$ cat config.mk
export PLATFORM = sky130hd
export DESIGN_NAME = chg_seq_ctrl
export DESIGN_NICKNAME = d
export VERILOG_FILES = /design/src/rtl/chg_seq_pkg.sv /design/src/rtl/chg_tick_gen.sv /design/src/rtl/chg_phase_timer.sv /design/src/rtl/chg_phase_fsm.sv /design/src/rtl/chg_seq_ctrl.sv
export SDC_FILE = /design/constraint.sdc
export NUM_CORES = 1
export LEC_CHECK = 0
export ABC_CLOCK_PERIOD_IN_PS = 2400
export BUFFER_PORTS_ARGS = -buffer_cell sky130_fd_sc_hd__buf_2
export CORE_MARGIN = 5
export CORE_UTILIZATION = 55
export CTS_CLUSTER_SIZE = 20
export DETAILED_ROUTE_END_ITERATION = 10
export PLACE_DENSITY = 0.79
export SLEW_MARGIN = 5
export SYNTH_ARGS = -nofsm -noshare
export SYNTH_HDL_FRONTEND = slang
export SYNTH_SLANG_ARGS = --single-unit
$ cat constraint.sdc
create_clock -name clk -period 2.4 [get_ports clk]
set_clock_uncertainty 0.1 [all_clocks]
set_input_delay 0.12 -clock clk [delete_from_list [all_inputs] [get_ports clk]]
set_output_delay 0.12 -clock clk [all_outputs]
set_load 0.01 [all_outputs]
$ cat src/rtl/chg_seq_pkg.sv
// Shared phase encoding and current-band codes for the charge sequencer.
package chg_seq_pkg;
    typedef enum logic [2:0] {
        PH_IDLE   = 3'd0,
        PH_PREQ   = 3'd1,
        PH_FAST   = 3'd2,
        PH_TOPOFF = 3'd3,
        PH_DONE   = 3'd4,
        PH_FAULT  = 3'd5
    } phase_t;

    localparam logic [1:0] BAND_LOW  = 2'b00;  // below 20 %: timer frozen
    localparam logic [1:0] BAND_MID  = 2'b01;  // 20..50 %: half rate
    localparam logic [1:0] LIM_CLEAR = 2'b11;  // clears a latched fault
endpackage

$ cat src/rtl/chg_tick_gen.sv
// Time base: a minute-tick prescaler that restarts on request, and a
// blink level that starts low and toggles every CYC_PER_BLINK clocks
// while enabled. Assumes both parameters are at least 1.
module chg_tick_gen #(
    parameter int CYC_PER_MIN   = 60_000_000,
    parameter int CYC_PER_BLINK = 250_000
) (
    input  logic clk,
    input  logic rst_n,
    input  logic restart,
    input  logic blink_run,
    output logic min_tick,
    output logic blink_lvl
);
    localparam int MIN_W = $clog2(CYC_PER_MIN + 1);
    localparam int BLK_W = $clog2(CYC_PER_BLINK + 1);
    localparam logic [MIN_W-1:0] MIN_LAST = MIN_W'(CYC_PER_MIN - 1);
    localparam logic [BLK_W-1:0] BLK_LAST = BLK_W'(CYC_PER_BLINK - 1);

    logic [MIN_W-1:0] min_cnt;
    logic [BLK_W-1:0] blk_cnt;

    assign min_tick = !restart && (min_cnt == MIN_LAST);

    // Minute prescaler, cleared on every phase change.
    always_ff @(posedge clk) begin
        if (!rst_n || restart || min_tick) min_cnt <= '0;
        else                               min_cnt <= min_cnt + 1'b1;
    end

    // Blink divider, held low while the fault phase is not active.
    always_ff @(posedge clk) begin
        if (!rst_n || !blink_run) begin
            blk_cnt   <= '0;
            blink_lvl <= 1'b0;
        end else if (blk_cnt == BLK_LAST) begin
            blk_cnt   <= '0;
            blink_lvl <= !blink_lvl;
        end else begin
            blk_cnt <= blk_cnt + 1'b1;
        end
    end
endmodule

$ cat src/rtl/chg_phase_timer.sv
// Phase fault timer: counts minute ticks at full or half rate and flags
// expiry when the count reaches the limit. The half-rate remainder is kept
// across rate changes. Assumes the limit fits in CNT_W bits.
module chg_phase_timer #(
    parameter int CNT_W = 10
) (
    input  logic             clk,
    input  logic             rst_n,
    input  logic             restart,
    input  logic             min_tick,
    input  logic             rate_full,
    input  logic             rate_half,
    input  logic [CNT_W-1:0] limit,
    output logic             expired
);
    logic [CNT_W-1:0] count;
    logic             half_acc;

    assign expired = (count == limit);

    // Advance the minute count; a half-rate tick completes a unit every second time.
    always_ff @(posedge clk) begin
        if (!rst_n || restart) begin
            count    <= '0;
            half_acc <= 1'b0;
        end else if (min_tick && !expired) begin
            if (rate_full) begin
                count <= count + 1'b1;
            end else if (rate_half) begin
                half_acc <= !half_acc;
                if (half_acc) count <= count + 1'b1;
            end
        end
    end
endmodule

$ cat src/rtl/chg_phase_fsm.sv
// Phase state machine: it gates on enable and supply, moves forward on the
// comparator flags, falls into fault on expiry, and leaves fault only
// through the clearing conditions. It also raises a restart pulse whenever
// the phase is about to change.
module chg_phase_fsm
    import chg_seq_pkg::*;
(
    input  logic       clk,
    input  logic       rst_n,
    input  logic       chg_en,
    input  logic       supply_ok,
    input  logic [1:0] lim_sel,
    input  logic       batt_above_thr,
    input  logic       cv_mode,
    input  logic       below_topoff,
    input  logic       expired,
    output phase_t     phase,
    output logic       restart
);
    phase_t nxt;

    // Next-phase decision; a forward move takes priority over expiry.
    always_comb begin
        nxt = phase;
        if (!(chg_en && supply_ok)) begin
            nxt = PH_IDLE;
        end else begin
            unique case (phase)
                PH_IDLE:   nxt = PH_PREQ;
                PH_PREQ:   if (batt_above_thr)           nxt = PH_FAST;
                           else if (expired)             nxt = PH_FAULT;
                PH_FAST:   if (cv_mode && below_topoff)  nxt = PH_TOPOFF;
                           else if (expired)             nxt = PH_FAULT;
                PH_TOPOFF: if (expired)                  nxt = PH_DONE;
                PH_DONE:   nxt = PH_DONE;
                PH_FAULT:  if (lim_sel == LIM_CLEAR)     nxt = PH_IDLE;
                default:   nxt = PH_IDLE;
            endcase
        end
    end

    assign restart = (nxt != phase);

    // Phase register.
    always_ff @(posedge clk) begin
        if (!rst_n) phase <= PH_IDLE;
        else        phase <= nxt;
    end
endmodule

$ cat src/rtl/chg_seq_ctrl.sv
// Charge sequencer top: it wires the time base, the phase timer and the
// phase machine together, picks the limit and rate for each phase, and
// drives the request and status outputs. Time parameters are in clocks
// per minute and clocks per blink half-period.
module chg_seq_ctrl
    import chg_seq_pkg::*;
#(
    parameter int CYC_PER_MIN   = 60_000_000,
    parameter int CYC_PER_BLINK = 250_000,
    parameter int PREQ_MIN      = 33,
    parameter int FAST_MIN      = 660,
    parameter int TOPOFF_MIN    = 33
) (
    input  logic       clk,
    input  logic       rst_n,
    input  logic       chg_en,
    input  logic       supply_ok,
    input  logic [1:0] lim_sel,
    input  logic       batt_above_thr,
    input  logic       cv_mode,
    input  logic       below_topoff,
    input  logic [1:0] cur_band,
    output logic [2:0] phase,
    output logic       charge_req,
    output logic       stat_n
);
    localparam int MAX_MIN = (FAST_MIN > PREQ_MIN)
                           ? ((FAST_MIN > TOPOFF_MIN) ? FAST_MIN : TOPOFF_MIN)
                           : ((PREQ_MIN > TOPOFF_MIN) ? PREQ_MIN : TOPOFF_MIN);
    localparam int CNT_W = $clog2(MAX_MIN + 1);
    localparam logic [CNT_W-1:0] LIM_PREQ = CNT_W'(PREQ_MIN);
    localparam logic [CNT_W-1:0] LIM_FAST = CNT_W'(FAST_MIN);
    localparam logic [CNT_W-1:0] LIM_TOP  = CNT_W'(TOPOFF_MIN);

    phase_t           ph;
    logic             restart, min_tick, blink_lvl, expired;
    logic             rate_full, rate_half;
    logic [CNT_W-1:0] limit;

    chg_phase_fsm u_fsm (
        .clk(clk), .rst_n(rst_n), .chg_en(chg_en), .supply_ok(supply_ok),
        .lim_sel(lim_sel), .batt_above_thr(batt_above_thr), .cv_mode(cv_mode),
        .below_topoff(below_topoff), .expired(expired), .phase(ph),
        .restart(restart)
    );

    chg_tick_gen #(.CYC_PER_MIN(CYC_PER_MIN), .CYC_PER_BLINK(CYC_PER_BLINK)) u_tick (
        .clk(clk), .rst_n(rst_n), .restart(restart),
        .blink_run(ph == PH_FAULT), .min_tick(min_tick), .blink_lvl(blink_lvl)
    );

    chg_phase_timer #(.CNT_W(CNT_W)) u_timer (
        .clk(clk), .rst_n(rst_n), .restart(restart), .min_tick(min_tick),
        .rate_full(rate_full), .rate_half(rate_half), .limit(limit),
        .expired(expired)
    );

    // Limit and advance rate for each phase; band scaling only in constant current.
    always_comb begin
        limit     = LIM_PREQ;
        rate_full = 1'b0;
        rate_half = 1'b0;
        unique case (ph)
            PH_PREQ:   rate_full = 1'b1;
            PH_TOPOFF: begin limit = LIM_TOP; rate_full = 1'b1; end
            PH_FAST: begin
                limit = LIM_FAST;
                if (cv_mode || cur_band[1]) rate_full = 1'b1;
                else if (cur_band == BAND_MID) rate_half = 1'b1;
            end
            default: ;
        endcase
    end

    // Output decode: request while current may flow, status low while charging or blinking.
    always_comb begin
        phase      = ph;
        charge_req = (ph == PH_PREQ) || (ph == PH_FAST) || (ph == PH_TOPOFF);
        unique case (ph)
            PH_PREQ, PH_FAST: stat_n = 1'b0;
            PH_FAULT:         stat_n = blink_lvl;
            default:          stat_n = 1'b1;
        endcase
    end
endmodule

=== After elaboration in Yosys (flattened, before gate mapping) ===
Index checks and enable logic that the tools add are counted.

* Bits in registers: 59
* Bits of input ports: 11
* Word-level logic and storage cells: 62

* Bitwise operators: 1
* Reductions and logical operators: 24
* Add/sub/neg operators: 3
* Equal/unequal tests: 11
* Muxes and demuxes: 17

{| class="wikitable"
|+ Operator list
! kind !! number
|-
| 10-bit 2-to-1 mux || 4
|-
| 26-bit by 1-bit adder with 26-bit output (second input constant) || 1
|-
| 26-bit equality test (second input constant) || 1
|-
| 18-bit by 1-bit adder with 18-bit output (second input constant) || 1
|-
| 18-bit equality test (second input constant) || 1
|-
| 3-bit 2-to-1 mux || 6
|-
| 3-bit one-hot mux with 6 select lines || 1
|-
| 10-bit by 1-bit adder with 10-bit output (second input constant) || 1
|-
| 10-bit equality test || 1
|-
| 3-bit by 2-bit equality test with 1-bit output (second input constant) || 2
|-
| 3-bit equality test (second input constant) || 2
|-
| 1-bit zero test || 6
|-
| 1-bit logical OR || 6
|-
| 3-bit AND reduction || 2
|-
| 2-bit OR reduction || 3
|-
| 1-bit logical AND || 4
|-
| 1-bit 2-to-1 mux || 4
|-
| 1-bit one-hot mux with 2 select lines || 2
|-
| 2-bit nonzero test || 2
|-
| 3-bit by 1-bit equality test with 1-bit output (second input constant) || 1
|-
| 3-bit zero test || 1
|-
| 3-bit != test || 1
|-
| 2-bit by 1-bit equality test with 1-bit output (second input constant) || 1
|-
| 2-bit equality test (second input constant) || 1
|-
| 1-bit inverter || 1
|}

=== Depth between registers and ports, before layout ===
* Depth after elaboration: 12
* Gate-level depth with buffers: 8
* Depth with buffers taken out: 7

=== By module ===
From an unflattened synthesis, not the netlist that was laid out.

* Cells, all modules: 387
* Area total of the unflattened synthesis: 3,218.1 µm²

{| class="wikitable"
|+ By module, submodules not included
! module !! area an instance (µm²) !! instances !! cells each
|-
| chg_tick_gen || 2,144.6 || 1 || 248
|-
| chg_phase_timer || 673.1 || 1 || 82
|-
| chg_phase_fsm || 311.5 || 1 || 42
|-
| chg_seq_ctrl || 88.8 || 1 || 15
|}

=== Worst setup path after synthesis ===
Ideal clock, no wire load.

* Path type: register to register
* From: register u_tick.min_cnt[22]
* To: register u_timer.count[9]
* Setup slack: 0.419 ns
* Cell stages (with the launch flop): 8
* Data required time: 2.183 ns
* Arrival: 1.764 ns
* Path through: dfxtp_1 or4b_1 nor3_2 nand4_4 buf_6 nor3_2 xnor2_1 nor2_1

* Longest elaborated chain between the ends: 4

{| class="wikitable"
|+ Ends and longest elaborated chain
! what !! RTL line !! source
|-
| start: declaration || chg_tick_gen.sv:20 || <nowiki>logic [MIN_W-1:0] min_cnt;</nowiki>
|-
| start signal: assignment || chg_tick_gen.sv:28 || <nowiki>else min_cnt <= min_cnt + 1'b1;</nowiki>
|-
| 26-bit equality test || chg_tick_gen.sv:23 || <nowiki>assign min_tick = !restart && (min_cnt == MIN_LAST);</nowiki>
|-
| 1-bit logical AND || chg_tick_gen.sv:23 ||
|-
| 1-bit logical AND || chg_phase_timer.sv:26 || <nowiki>end else if (min_tick && !expired) begin</nowiki>
|-
| 3-bit AND reduction (no line) || n/a ||
|-
| end signal: assignment || chg_phase_timer.sv:28 || <nowiki>count <= count + 1'b1;</nowiki>
|-
| end signal: assignment || chg_phase_timer.sv:31 || <nowiki>if (half_acc) count <= count + 1'b1;</nowiki>
|-
| end: declaration || chg_phase_timer.sv:16 || <nowiki>logic [CNT_W-1:0] count;</nowiki>
|}

No other way between the ends.
A chain may end at the register's enable or synchronous reset.

=== Worst setup path in the final report ===
* From: register u_tick.min_cnt[22]
* To: register u_timer.count[3]

Same word-level chain as after synthesis.

==> key figures <==
Final layout
  – Layout cells sized above 1: 0.142
  – N_diodes: 0
  – Fillcell total: 440
  – Fin nets: 398
  – Most frequent cells in the layout: nor2_1 (76), dfxtp_1 (59), nand2_1 (46)
  – Commonest non-fill, non-tap cell in the layout: nor2_1
  – Sequential cell area: 1180 um^2
  – Final Util: 0.650
  – Area grow syn2layout: 13.5%
  – Multi-input combinational cell area: 1700 um^2

Worst setup path
  – R2r setup slk: 0.24 ns
  – Worst path top cell family by delay: simple AND/OR/NAND/NOR gates
  – CP arrival: 2.29 ns
  – Worst Setup Start Kind: flop
  – CP required: 2.52 ns
  – Critical Path Max Stage Delay: 0.54 ns
  – Critical Path Sink Type: flop
  – Buffer and inverter count on the worst path: 1
  – FF-to-FF path depth: 7
  – CP max stage cell: or4b_1
  – Worst-path fanout max: 14
  – Kind of critical path: flop to flop
  – Reg-to-Reg Start: u_tick.min_cnt[22]$_SDFF_PP0_
  – Worst r2r dst: u_timer.count[3]$_SDFFE_PP0P_
  – Crit-path cells: or4b_1, nor3_2, nand4_4, buf_4, nor4_2, xnor2_1, nor2_1

Global routing
  – First-pass GRT wire length: 10500 um
  – Number of global-route vias before repair: 2397
  – Largest net degree at the start of global routing: 38
  – GRT Util Overall: 0.179
  – Initial antenna violation count: 0
  – GRT overflow: 0

Power
  – Leakage: 0.00112 uW
  – Combinational share of power: 0.035
  – PwrDens: 555 nW/um^2
  – Sequential Power Share: 0.529
  – Total chip power: 1870 uW
  – Internal Power: 1460 uW
  – Sw Share: 0.218
  – Clock power share: 0.436
  – Worst vdd ir: 0.317 mV
  – Switching power: 406 uW

Place
  – GPL Wtd Cong: 0.820
  – Port Buffers: 15
  – HPWL Detailed: 3970 um
  – Worst slack, placed: 0.230 ns

Flow run
  – Max_cap viols: 0

Drt
  – Vias: 2456
  – DRT Pass-1 Iters: 4
  – WL/cell: 12.6 um
  – 1st-iter DRT viols: 120
  – Routed Antenna Nets: 0
  – Final wirelength: 5760 um
  – Vias per cell: 5.36
  – Drc violations: 0

Logic synthesis
  – Synthesis Warnings: 0
  – Main flop type after synthesis: dfxtp_1
  – Synth cell types: 44
  – Post-synth top area cell: dfxtp_1
  – Share of Yosys cell area claimed by the top area cell type: 0.399
  – Net Count, Synth: 369
  – Gate Count Post-Synth: 355
  – Syn_area_per_cell: 8.35 um^2
  – Yosys reg bits: 59
  – Mapped Area: 2960 um^2
  – Post-synth EDFFs: 0
  – Post-synthesis sequential area ratio: 0.399
  – Leading post-synthesis cells by cell area: dfxtp_1 (40%), xnor2_1 (10%), nor2_1 (9.6%)
  – Ys async rst share: 0

Clock network
  – Clock root buffer: clkbuf_8
  – Later-pin clock latency in the skew report: 0.33 ns
  – Clk slew on worst S/H paths: 0.07 ns
  – TritonCTS buffer count: 9
  – Post-CTS setup buffer count: 0
  – Clock tree from TritonCTS: yes
  – Clock Path Buffers: 2
  – Htree depth: 3
  – CTS sink cnt: 59
  – # resized after CTS: 0

Timing
  – Worst-Margin Slew: 0.437 ns
  – Max Slew Vio Count: 0
  – Fin crit share: 0.901
  – Slew headroom: 0.706
  – Count of final hold-check violations: 0
  – Final min period: 2.16 ns
  – Setup TNS Final: 0 ns
  – Final worst setup slack: 0.237 ns
  – RSZ-0062 raised after global routing: no
  – FMAX: 462 MHz
  – WHS: 0.0154 ns
  – Final setup viols: 0

Status
  – Status: completed

Min path
  – Worst min path class: primary input to flop
  – Hold path depth: 4
  – Hold endpoint: u_fsm.phase[2]$_SDFF_PN0_
  – HP Start: lim_sel[1]

Floorplan
  – Die Width: 83.4 um
  – CORE AREA: 5170 um^2
  – Starting Density: 0.573
  – I/O pin total: 16
  – Die area: 6950 um^2
  – Die height: 83.4 um
  – Rows: 26
[registers in the layout, summed over array words and instances, names as in the netlist]
name,cells
u_tick.min_cnt,26
u_tick.blk_cnt,18
u_timer.half_acc,1
u_tick.blink_lvl,1
u_fsm.phase,3
u_timer.count,10
[worst max path at each step]
stage,end,start,slack (ns),depth (start not counted)
4_1_cts,u_timer.count[3]$_SDFFE_PP0P_,u_tick.min_cnt[22]$_SDFF_PP0_,0.22,7
6_report,u_timer.count[3]$_SDFFE_PP0P_,u_tick.min_cnt[22]$_SDFF_PP0_,0.24,7
2_1_floorplan,u_timer.count[9]$_SDFFE_PP0P_,u_tick.min_cnt[22]$_SDFF_PP0_,0.42,7
3_5_place_dp,u_timer.count[3]$_SDFFE_PP0P_,u_tick.min_cnt[22]$_SDFF_PP0_,0.23,7
5_1_grt,u_timer.count[4]$_SDFFE_PP0P_,u_tick.min_cnt[22]$_SDFF_PP0_,0.08,7
3_3_place_gp,u_timer.count[1]$_SDFFE_PP0P_,u_tick.min_cnt[22]$_SDFF_PP0_,0.31,7
[cells in the mapped netlist, types with 6 or more instances]
master	number
nand2_1	46
dfxtp_1	59
xnor2_1	35
nor4_1	6
and4_1	8
inv_1	8
nor2_1	76
nand3_1	23
nand4_1	13
xor2_1	17
buf_2	6
[through the flow]
stage / instances / instance area, um^2
6_report: 458 / 3360
5_1_grt: 458 / 3360
4_1_cts: 458 / 3360
3_5_place_dp: 441 / 3160
3_3_place_gp: 441 / 3160
2_1_floorplan: 355 / 2960
[cell type report]
type / count / share of cell area
tap: 70 / 0.0260
timing repair buffer: 28 / 0.0565
inverter: 8 / 0.00893
clock buffer: 13 / 0.0502
clock inverter: 2 / 0.00298
multi-input combinational: 278 / 0.504
sequential: 59 / 0.351
[per-layer routing]
metal  part of all wire  up-vias  GRT usage
li1                   -     1269          -
met1               0.46     1128      0.218
met2               0.48       48      0.289
met3              0.047       11     0.0594
met4              0.018        0     0.0743
met5                  0        -          0
[cells by family (layout without fill, tap and decap cells)]
| kind of cell | Yosys count | in the layout | share of synthesized area |
|---|---|---|---|
| AND/OR/NAND/NOR | 205 | 205 | 0.361 |
| buffers and inverters | 18 | 51 | 0.0291 |
| XOR/XNOR | 52 | 52 | 0.154 |
| adder cells (fa/ha/maj) | 3 | 3 | 0.0127 |
| AO/OA/AOI/OAI | 16 | 16 | 0.0376 |
| flip-flops | 59 | 59 | 0.399 |
| multiplexers | 2 | 2 | 0.00718 |
[worst min-delay path, cell delays in order]
cell and delay, ns:
buf_2 0.11, nand3_1 0.06, a22oi_1 0.06, nor2_1 0.07
[repair_timing]
item | 4_1_cts | 5_1_grt
setup endpoints to repair | 0 | 0
hold endpoints to repair | 3 | 0
hold buffers | 2 | 0
[power by group through the flow]
stage                     Sequential, uW  Combinational, uW  Clock (uW)
after global placement              1010               63.0           0
after detailed placement            1010               64.0           0
after global routing                 986               74.6         887
after floorplan                     1010               36.4           0
after CTS                            986               66.7         846
final                                987               65.9         814
Note: power is estimated with default switching activity, not from simulation.
